## config.mk

```make
export PLATFORM = sky130hd
export DESIGN_NAME = lvd_ctrl_reg
export DESIGN_NICKNAME = d
export VERILOG_FILES = /design/src/rtl/lvd_pkg.sv /design/src/rtl/lvd_lock_ctl.sv /design/src/rtl/lvd_cfg_bits.sv /design/src/rtl/lvd_flag_trk.sv /design/src/rtl/lvd_ctrl_reg.sv
export SDC_FILE = /design/constraint.sdc
export NUM_CORES = 1
export LEC_CHECK = 0
export CORE_AREA = 4 4 41 43
export CTS_BUF_LIST = sky130_fd_sc_hd__clkbuf_4
export DETAILED_ROUTE_END_ITERATION = 12
export DIE_AREA = 0 0 45 47
export REMOVE_ABC_BUFFERS = 1
export SLEW_MARGIN = 5
export SYNTH_ARGS = -nofsm -noshare
export SYNTH_HDL_FRONTEND = slang
export SYNTH_SLANG_ARGS = --single-unit
```

## constraint.sdc

```tcl
create_clock -name clk -period 1.2 [get_ports clk]
set_clock_uncertainty 0.1 [all_clocks]
set_input_delay 0.12 -clock clk [delete_from_list [all_inputs] [get_ports clk]]
set_output_delay 0.12 -clock clk [all_outputs]
set_load 0.02 [all_outputs]
```

## src/rtl/lvd_pkg.sv

```systemverilog
package lvd_pkg;
   localparam int REG_W      = 8;
   localparam int POS_FLAG   = 7;
   localparam int POS_ACK    = 6;
   localparam int POS_IRQEN  = 5;
   localparam int POS_RSTEN  = 4;
   localparam int POS_STOPEN = 3;
   localparam int POS_DETEN  = 2;
   localparam int POS_RSVD   = 1;
   localparam int POS_BGEN   = 0;

   typedef struct packed {
      logic irq_en;
      logic rst_en;
      logic stop_en;
      logic det_en;
      logic bg_en;
   } lvd_cfg_t;

   localparam lvd_cfg_t CFG_RESET = '{irq_en: 1'b0, rst_en: 1'b1, stop_en: 1'b1,
                                      det_en: 1'b1, bg_en: 1'b0};
endpackage

```

## src/rtl/lvd_lock_ctl.sv

```systemverilog
module lvd_lock_ctl (
   input  logic clk,
   input  logic rst_n,
   input  logic wr_stb,
   output logic locked
);
   always_ff @(posedge clk or negedge rst_n) begin
      if (!rst_n)      locked <= 1'b0;
      else if (wr_stb) locked <= 1'b1;
   end
endmodule

```

## src/rtl/lvd_cfg_bits.sv

```systemverilog
module lvd_cfg_bits
   import lvd_pkg::*;
#(
   parameter int W = 8
) (
   input  logic         clk,
   input  logic         rst_n,
   input  logic         wr_stb,
   input  logic [W-1:0] wr_data,
   input  logic         locked,
   output lvd_cfg_t     cfg
);
   lvd_cfg_t cfg_d;

   always_comb begin
      cfg_d = cfg;
      if (wr_stb) begin
         cfg_d.irq_en  = wr_data[POS_IRQEN];
         cfg_d.stop_en = wr_data[POS_STOPEN];
         cfg_d.bg_en   = wr_data[POS_BGEN];
         if (!locked) begin
            cfg_d.rst_en = wr_data[POS_RSTEN];
            cfg_d.det_en = wr_data[POS_DETEN];
         end
      end
   end

   always_ff @(posedge clk or negedge rst_n) begin
      if (!rst_n) cfg <= CFG_RESET;
      else        cfg <= cfg_d;
   end
endmodule

```

## src/rtl/lvd_flag_trk.sv

```systemverilog
module lvd_flag_trk (
   input  logic clk,
   input  logic rst_n,
   input  logic detect_live,
   input  logic event_in,
   input  logic ack,
   output logic flag
);
   logic set_now;
   assign set_now = detect_live & event_in;

   always_ff @(posedge clk or negedge rst_n) begin
      if (!rst_n)       flag <= 1'b0;
      else if (set_now) flag <= 1'b1;
      else if (ack)     flag <= 1'b0;
   end
endmodule

```

## src/rtl/lvd_ctrl_reg.sv

```systemverilog
module lvd_ctrl_reg
   import lvd_pkg::*;
#(
   parameter int DATA_W  = 8,
   parameter bit OUT_REG = 1'b0
) (
   input  logic              clk,
   input  logic              rst_n,
   input  logic              bus_we,
   input  logic [DATA_W-1:0] bus_wdata,
   output logic [DATA_W-1:0] bus_rdata,
   input  logic              lv_event,
   input  logic              stop_mode,
   output logic              irq_req,
   output logic              rst_req,
   output logic              det_en,
   output logic              bg_buf_en
);
   localparam int MSB = DATA_W - 1;

   if (DATA_W != REG_W) begin : g_bad_width
      $error("lvd_ctrl_reg: DATA_W must equal %0d", REG_W);
   end

   logic     wr_locked;
   lvd_cfg_t cfg;
   logic     flag;
   logic     detect_live;
   logic     ack_wr;
   logic     irq_c;
   logic     rst_c;

   assign ack_wr      = bus_we & bus_wdata[POS_ACK];
   assign detect_live = cfg.det_en & (~stop_mode | cfg.stop_en);

   lvd_lock_ctl u_lock (
      .clk    (clk),
      .rst_n  (rst_n),
      .wr_stb (bus_we),
      .locked (wr_locked)
   );

   lvd_cfg_bits #(.W(DATA_W)) u_cfg (
      .clk     (clk),
      .rst_n   (rst_n),
      .wr_stb  (bus_we),
      .wr_data (bus_wdata),
      .locked  (wr_locked),
      .cfg     (cfg)
   );

   lvd_flag_trk u_flag (
      .clk         (clk),
      .rst_n       (rst_n),
      .detect_live (detect_live),
      .event_in    (lv_event),
      .ack         (ack_wr),
      .flag        (flag)
   );

   assign irq_c = cfg.irq_en & flag;
   assign rst_c = cfg.rst_en & cfg.det_en & flag;

   if (OUT_REG) begin : g_req_reg
      always_ff @(posedge clk or negedge rst_n) begin
         if (!rst_n) begin
            irq_req <= 1'b0;
            rst_req <= 1'b0;
         end else begin
            irq_req <= irq_c;
            rst_req <= rst_c;
         end
      end
   end else begin : g_req_comb
      assign irq_req = irq_c;
      assign rst_req = rst_c;
   end

   assign det_en    = detect_live;
   assign bg_buf_en = cfg.bg_en;

   always_comb begin
      bus_rdata             = '0;
      bus_rdata[POS_FLAG]   = flag;
      bus_rdata[POS_ACK]    = 1'b0;
      bus_rdata[POS_IRQEN]  = cfg.irq_en;
      bus_rdata[POS_RSTEN]  = cfg.rst_en;
      bus_rdata[POS_STOPEN] = cfg.stop_en;
      bus_rdata[POS_DETEN]  = cfg.det_en;
      bus_rdata[POS_RSVD]   = 1'b0;
      bus_rdata[POS_BGEN]   = cfg.bg_en;
      bus_rdata[MSB]        = flag;
   end
endmodule

```

---- Yosys cells after proc, flatten, opt, wreduce, memory -nomap -nowiden ----
Cells that the tools add are included.
storage, ports and cells
  output and inout bits ................... 12
  register bits ........................... 7
operators by class
  bitwise gates (word level) .............. 9
  reductions and logical operators ........ 2
  mux-type cells .......................... 2
operators by type and width
  kind                number
  $and A1 B1 Y1       6
  $mux W1             2
  $not A1 Y1          2
  $reduce_and A2 Y1   1
  $reduce_bool A2 Y1  1
  $or A1 B1 Y1        1

---- Longest topological paths before layout ----
Gate-level depths: netlist (run 1).
  depth after elaboration ................. 5
  mapped depth ............................ 2
  gate-level depth less buffers ........... 2

---- By module ----
Synthesis (run 1) repeated with hierarchy kept, for this count alone.
second synthesis, totals
  cells, all modules ...................... 27
  area, all modules ....................... 342.8 µm²
by module, submodules not included
  module        cells each  area an instance (µm²)  seq. area each (µm²)  times used
  lvd_cfg_bits  11          206.4                   128.9                 1
  lvd_ctrl_reg  10          63.8                    0.0                   1
  lvd_flag_trk  4           41.3                    25.0                  1
  lvd_lock_ctl  2           31.3                    25.0                  1

---- Worst setup path after synthesis (run 1) ----
OpenSTA, ideal clock, no wires.
  path type ............................... register to output
  from .................................... reg, netlist name u_cfg.cfg[2]
  to ...................................... out det_en
  cell stages (with the launch flop) ...... 3
  path slack .............................. 0.054 ns
  required time ........................... 0.980 ns
  data arrival time ....................... 0.926 ns
  path through ............................ dfstp_2 -> nand2b_1 -> and2_1
between the ends
  word-level cells in the longest chain between the ends .. 2
RTL lines
  element        RTL line            text
  $or A1 B1 Y1   lvd_ctrl_reg.sv:34  assign detect_live = cfg.det_en & (~stop_mode | cfg.stop_en);
  $and A1 B1 Y1  lvd_ctrl_reg.sv:34
  to (decl)      lvd_ctrl_reg.sv:16  output logic det_en,
No other way between the ends.

---- Worst setup path after layout (run 1) ----
  from .................................... reg, netlist name u_cfg.cfg[2]
  to ...................................... out det_en
between the ends
  word-level cells in the longest chain between the ends .. 2
RTL lines
  element        RTL line
  $or A1 B1 Y1   lvd_ctrl_reg.sv:34
  $and A1 B1 Y1  lvd_ctrl_reg.sv:34
No other way between the ends.

==> impl_results.md, run 1 <==
- Fin crit share: 1.11
- Vias: 268
- Critical path's slowest cell: dfstp_2
- Total congestion overflow: 0
- Critical Path AT: 1.12 ns
- H-tree depth reported by CTS: 1
- Register area: 179 µm²
- Setup_tns: -0.304 ns
- Pint: 554 µW
- Final setup violating endpoints: 3
- Post-synth top area share: 0.302
- Fin util: 0.464
- Violated checks: negative setup slack
- CP Class: register to output port
- Core footprint: 1300 µm²
- Initial detailed-routing violation count: 2
- Drt via density: 4.00
- Clock share of power: 0.308
- Largest stage delay on the critical path: 0.52 ns
- Root buf cell: clkbuf_4
- Multi-input gate area: 139 µm²
- Power, Total: between 700 and 800 µW
- Num Clock Sinks: 7
- Residual DRC count: 0
- Synthesized area per cell: ~13 µm²
- Routability cong.: just under 0.8
- DR pass1 iterations: 2
- Critical Path, Cell by Cell: nand2b_4, and2_4, buf_6
- Top FF cell, synth: dfrtp_1
- Max Cap Violations: 0
- Final #Nets: 66
- Largest net degree at the start of global routing: 8
- Worst-skew pair later-pin latency: 0.24 ns
- Share of cells above drive strength 1: 0.500
- Clock Pin Slew Worst Setup and Hold Paths: 0.05 ns
- Crit Reg-Reg Startpoint: u_lock.locked
- Worst R2R Setup Slack: 0.09 ns
- First-pass GRT wire length: 1.46 mm
- Mean routed wirelength per cell: around 12 µm
- Hold buffers post-CTS: 0
- Number of cells after detailed placement: 61
- Largest cells by area after synthesis: dfrtp_1 30%, dfstp_2 24%, mux2_1 10%
- I/O pin count: 25
- Initial Utilization: 0.255
- CP max FO: 2
- Post-DRT Antenna Nets: 0
- Fin. Hold Viols: 0
- Fillers: 140
- Die area: 2120 µm²
- CTS tree: done
- Netlist cell types: 13
- Sw Ratio: 0.270
- FF+latch count, synth: 7
- Std cell rows: 13
- VDD IR max: 0.671 mV
- Area post-placement: 554 µm²
- PD cells: 1250 nW/µm²
- Inserted Diodes: 0
- Hold slack: about 0.033 ns
- Max Root-Sink Buffers: 2
- Pre-CTS WS: -0.363 ns
- Die extent in x: between 40 and 50 µm
- Slew Viols, Final: 0
- Worst setup EP type: output port
- Max Fclk: 748 MHz
- Antenna violations before repair: 0
- Reg2reg path depth: 2
- Combinational share of power: 0.313
- Synthesized area: 332 µm²
- Post-synthesis sequential area ratio: 0.540
- Fin crit period: 1.34 ns
- RSZ-0062 raised after global routing: true
- Final Instance Area: between 600 and 700 µm²
- Total Routed Length: 809 µm
- Synth Warn #: 0
- Area Overhead vs Synth: 82.3%
- Die height: 47 µm
- WP data required: between 0.9 and 1 ns
- Critical Path Start Type: register
- Final worst slack: -0.137 ns
- Sequential power share: 0.379
- Post-synth EDFFs: 0
- Port bufs: 20
- Post-Syn Instances: 25
- Cell accounting for the most synthesized area: dfrtp_1
- Top cells by count, synth: 4 x buf_4, 4 x dfrtp_1, 3 x dfstp_2, 3 x mux2_1
- Non-filler cells, final: between 60 and 70
- GRT Total Usage: 0.0989
- Status: finished, violations left
- Min-delay worst type: primary input to asynchronous set/reset pin
- CTS Buf Count: 3
- Reg2reg end: u_cfg.cfg[3]
- Leakage: 0.279 nW
- FFs w/ async S/R, synth: 1.00
- Sw power: 204 µW
- Post-DP HPWL: 648 µm
- Number of global-route vias before repair: 313
==> cell families (layout without fill, tap and decap cells) <==
kind of cell | count (synthesis) | after routing | synth area share
buffers and inverters | 4 | 30 | 0.0906
AND/OR/NAND/NOR | 7 | 7 | 0.136
other | 1 | 2 | 0.0113
AO/OA/AOI/OAI | 1 | 1 | 0.0302
flip-flops | 7 | 7 | 0.540
multiplexers | 5 | 5 | 0.192
==> repair_timing <==
item | in CTS | in global routing
pin swaps | 1 | 0
setup endpoints to repair | 10 | 8
gates resized for setup | 37 | 8
buffers inserted | 1 | 1
hold endpoints to repair | 0 | 0
==> power by group through the flow <==
stage               clock [mW]  sequential (mW)  combinational, mW
finish                   0.233            0.287              0.237
global route             0.252            0.294              0.253
CTS                      0.238            0.287              0.227
detailed placement           0            0.291              0.230
global placement             0            0.289              0.227
floorplan                    0            0.326             0.0540
==> worst max path at each step <==
stage / startpoint / end / slack [ns] / cells past startpoint
2_1_floorplan: u_cfg.cfg[2] / det_en / 0.05 / 2
3_3_place_gp: stop_mode / det_en / -0.35 / 4
3_5_place_dp: stop_mode / det_en / -0.36 / 4
4_1_cts: u_cfg.cfg[2] / det_en / -0.15 / 3
5_1_grt: u_cfg.cfg[2] / det_en / -0.18 / 3
6_report: u_cfg.cfg[2] / det_en / -0.14 / 3
==> sequential cells by signal, indices dropped and copies added, names as in the netlist <==
name           count
u_cfg.cfg          5
u_lock.locked      1
u_flag.flag        1
==> layout by cell type (no fill, tap or decap), types with 3 or more instances in the layout <==
master,synthesis,layout
dfstp_2,3,3
clkbuf_4,0,4
buf_6,0,4
buf_4,4,7
clkdlybuf4s50_1,0,10
clkdlybuf4s15_1,0,3
dfrtp_1,4,4
mux2_1,3,3
==> metal layers <==
metal | up-vias | global-route usage | routed length (µm)
met1 | 121 | 0.107 | 325
met5 | - | 0 | 0
met4 | 0 | 0.0526 | 0
met3 | 0 | 0.0307 | 93
li1 | 133 | - | -
met2 | 14 | 0.172 | 390
==> cell type report <==
cell class,count,area share
timing repair buffer,26,0.393
sequential,7,0.296
multi-input combinational,15,0.230
clock buffer,4,0.0497
tap,15,0.0311
==> critical path: cells and delay by family (launching register included) <==
kind,cells,cell delay [ns]
DFF,1,0.52
and+or+nand+nor,2,0.24
buffers and inverters,1,0.10
(Power assumes the default switching activity.)
==> run 2: changes to the inputs <==
SLEW_MARGIN = unset   (was 5)
==> results of run 2 <==
No change in the layout: final DEF, timing and power equal those of run 1.
==> run 3: changes to the inputs <==
CORE_AREA = 2 2 39 41   (was 4 4 41 43)
DIE_AREA = 0 0 41 43   (was 0 0 45 47)
==> impl_results.md, run 3 (same netlist as run 1, synthesis figures left out) <==
- Final Instance Area: 642 µm²
- Final worst slack: -0.148 ns
- Post-DRT Antenna Nets: 0
- CP max FO: 2
- Port bufs: 20
- Slew Viols, Final: 0
- Initial detailed-routing violation count: 1
- Vias: around 280
- Fin. Hold Viols: 0
- Total congestion overflow: 0
- Final setup violating endpoints: 3
- Critical Path AT: 1.13 ns
- Final #Nets: 68
- Drt via density: 4.04
- Number of global-route vias before repair: 281
- Num Clock Sinks: 7
- CTS tree: done
- Status: finished, violations left
- Fin crit period: about 1.3 ns
- CP Buf/Inv Count: 1
- H-tree depth reported by CTS: 1
- RSZ-0062 raised after global routing: true
- Critical Path, Cell by Cell: nand2b_4, and2_4, buf_6
- DR pass1 iterations: 2
- Reg2reg end: u_cfg.cfg[1]
- Largest stage delay on the critical path: approximately 0.53 ns
- Clock Pin Slew Worst Setup and Hold Paths: 0.05 ns
- Most common cell after layout, fill and taps aside: clkdlybuf4s50_1
- CTS Buf Count: 3
- Crit path from: u_cfg.cfg[2]
- Worst setup EP type: output port
- Inserted Diodes: 0
- Max Fclk: 742 MHz
- Fin util: 0.464
- WP data required: 0.98 ns
- I/O pin count: 25
- Largest regs: u_cfg.cfg: 5 flops, u_flag.flag: 1 flops, u_lock.locked: 1 flops
- Initial Utilization: 0.240
- Die area: 1760 µm²
- First-pass GRT wire length: 1.17 mm
- Largest net degree at the start of global routing: 8
- Max reg flops: 5
- Max Cap Violations: 0
- Std cell rows: 14
- Fin crit share: 1.12
- Mean routed wirelength per cell: between 10 and 15 µm
- VDD IR max: roughly 0.59 mV
- CP delay by family, top: flip-flops
- Crit Reg-Reg Startpoint: u_lock.locked
- Violated checks: negative setup slack
- Residual DRC count: 0
- Root buf cell: clkbuf_4
- Antenna violations before repair: 0
- Total Routed Length: 787 µm
- Reg2reg path depth: 2
- Hold slack: 0.0411 ns
- Max Root-Sink Buffers: 2
- Largest Register: u_cfg.cfg
- Most frequent cells in the layout: 10 x clkdlybuf4s50_1, 7 x buf_4, 7 x buf_6
- Non-filler cells, final: 70
- PD cells: 1220 nW/µm²
- Routability cong.: 0.588
- Worst-skew pair later-pin latency: around 0.25 ns
- Core footprint: 1380 µm²
- CP Class: register to output port
- GRT Total Usage: 0.100
- Die extent in x: a little over 40 µm
- Critical Path Start Type: register
- Area post-placement: 571 µm²
- Number of cells after detailed placement: 64
- Hold buffers post-CTS: 0
- Leakage: roughly 0.29 nW
- Area Overhead vs Synth: 93.6%
- Worst R2R Setup Slack: 0.10 ns
- Min-delay worst type: primary input to asynchronous set/reset pin
- Critical path's slowest cell: dfstp_2
- Share of cells above drive strength 1: 0.500
- Die height: 43 µm
[run 3: metrics by stage]
step,setup TNS [ns],setup WS (ns),power [mW]
global route,-0.481,-0.185,0.825
global placement,-2.05,-0.351,0.523
detailed placement,-2.13,-0.395,0.524
CTS,-0.291,-0.173,0.769
finish,-0.336,-0.148,0.780
floorplan,0,0.0543,0.380
[run 3: layer usage]
layer	routed length, µm	GRT usage
met2	330	0.147
met4	0	0.0400
met1	331	0.119
met5	0	0
met3	125	0.0524
[run 3: what timing repair did]
item | CTS | global route
pin swaps | 1 | 0
hold endpoints to repair | 0 | 0
endpoints found under the setup margin | 10 | 9
cloned | 0 | 0
setup buffers | 1 | 1
resized for setup | 39 | 9
[run 3: layout make-up]
type,count,area (µm²)
Sequential cell,7,179
Multi-Input combinational cell,15,141
Timing Repair Buffer,28,272
Tap cell,16,20.0
Fill cell,140,742
Clock buffer,4,30.0
[run 3: power breakdown]
group	leakage (nW)	switching (mW)	internal [mW]
Clock	0.0184	0.0870	0.149
Sequential	0.0759	0.0190	0.269
Combinational	0.195	0.103	0.152
[run 3: how the worst max path moves through the flow]
| stage | slack (ns) | to | depth (start not counted) |
|---|---|---|---|
| 6_report | -0.15 | det_en | 3 |
| 3_5_place_dp | -0.40 | det_en | 4 |
| 2_1_floorplan | 0.05 | det_en | 2 |
| 5_1_grt | -0.18 | det_en | 3 |
| 3_3_place_gp | -0.35 | det_en | 4 |
| 4_1_cts | -0.17 | det_en | 3 |
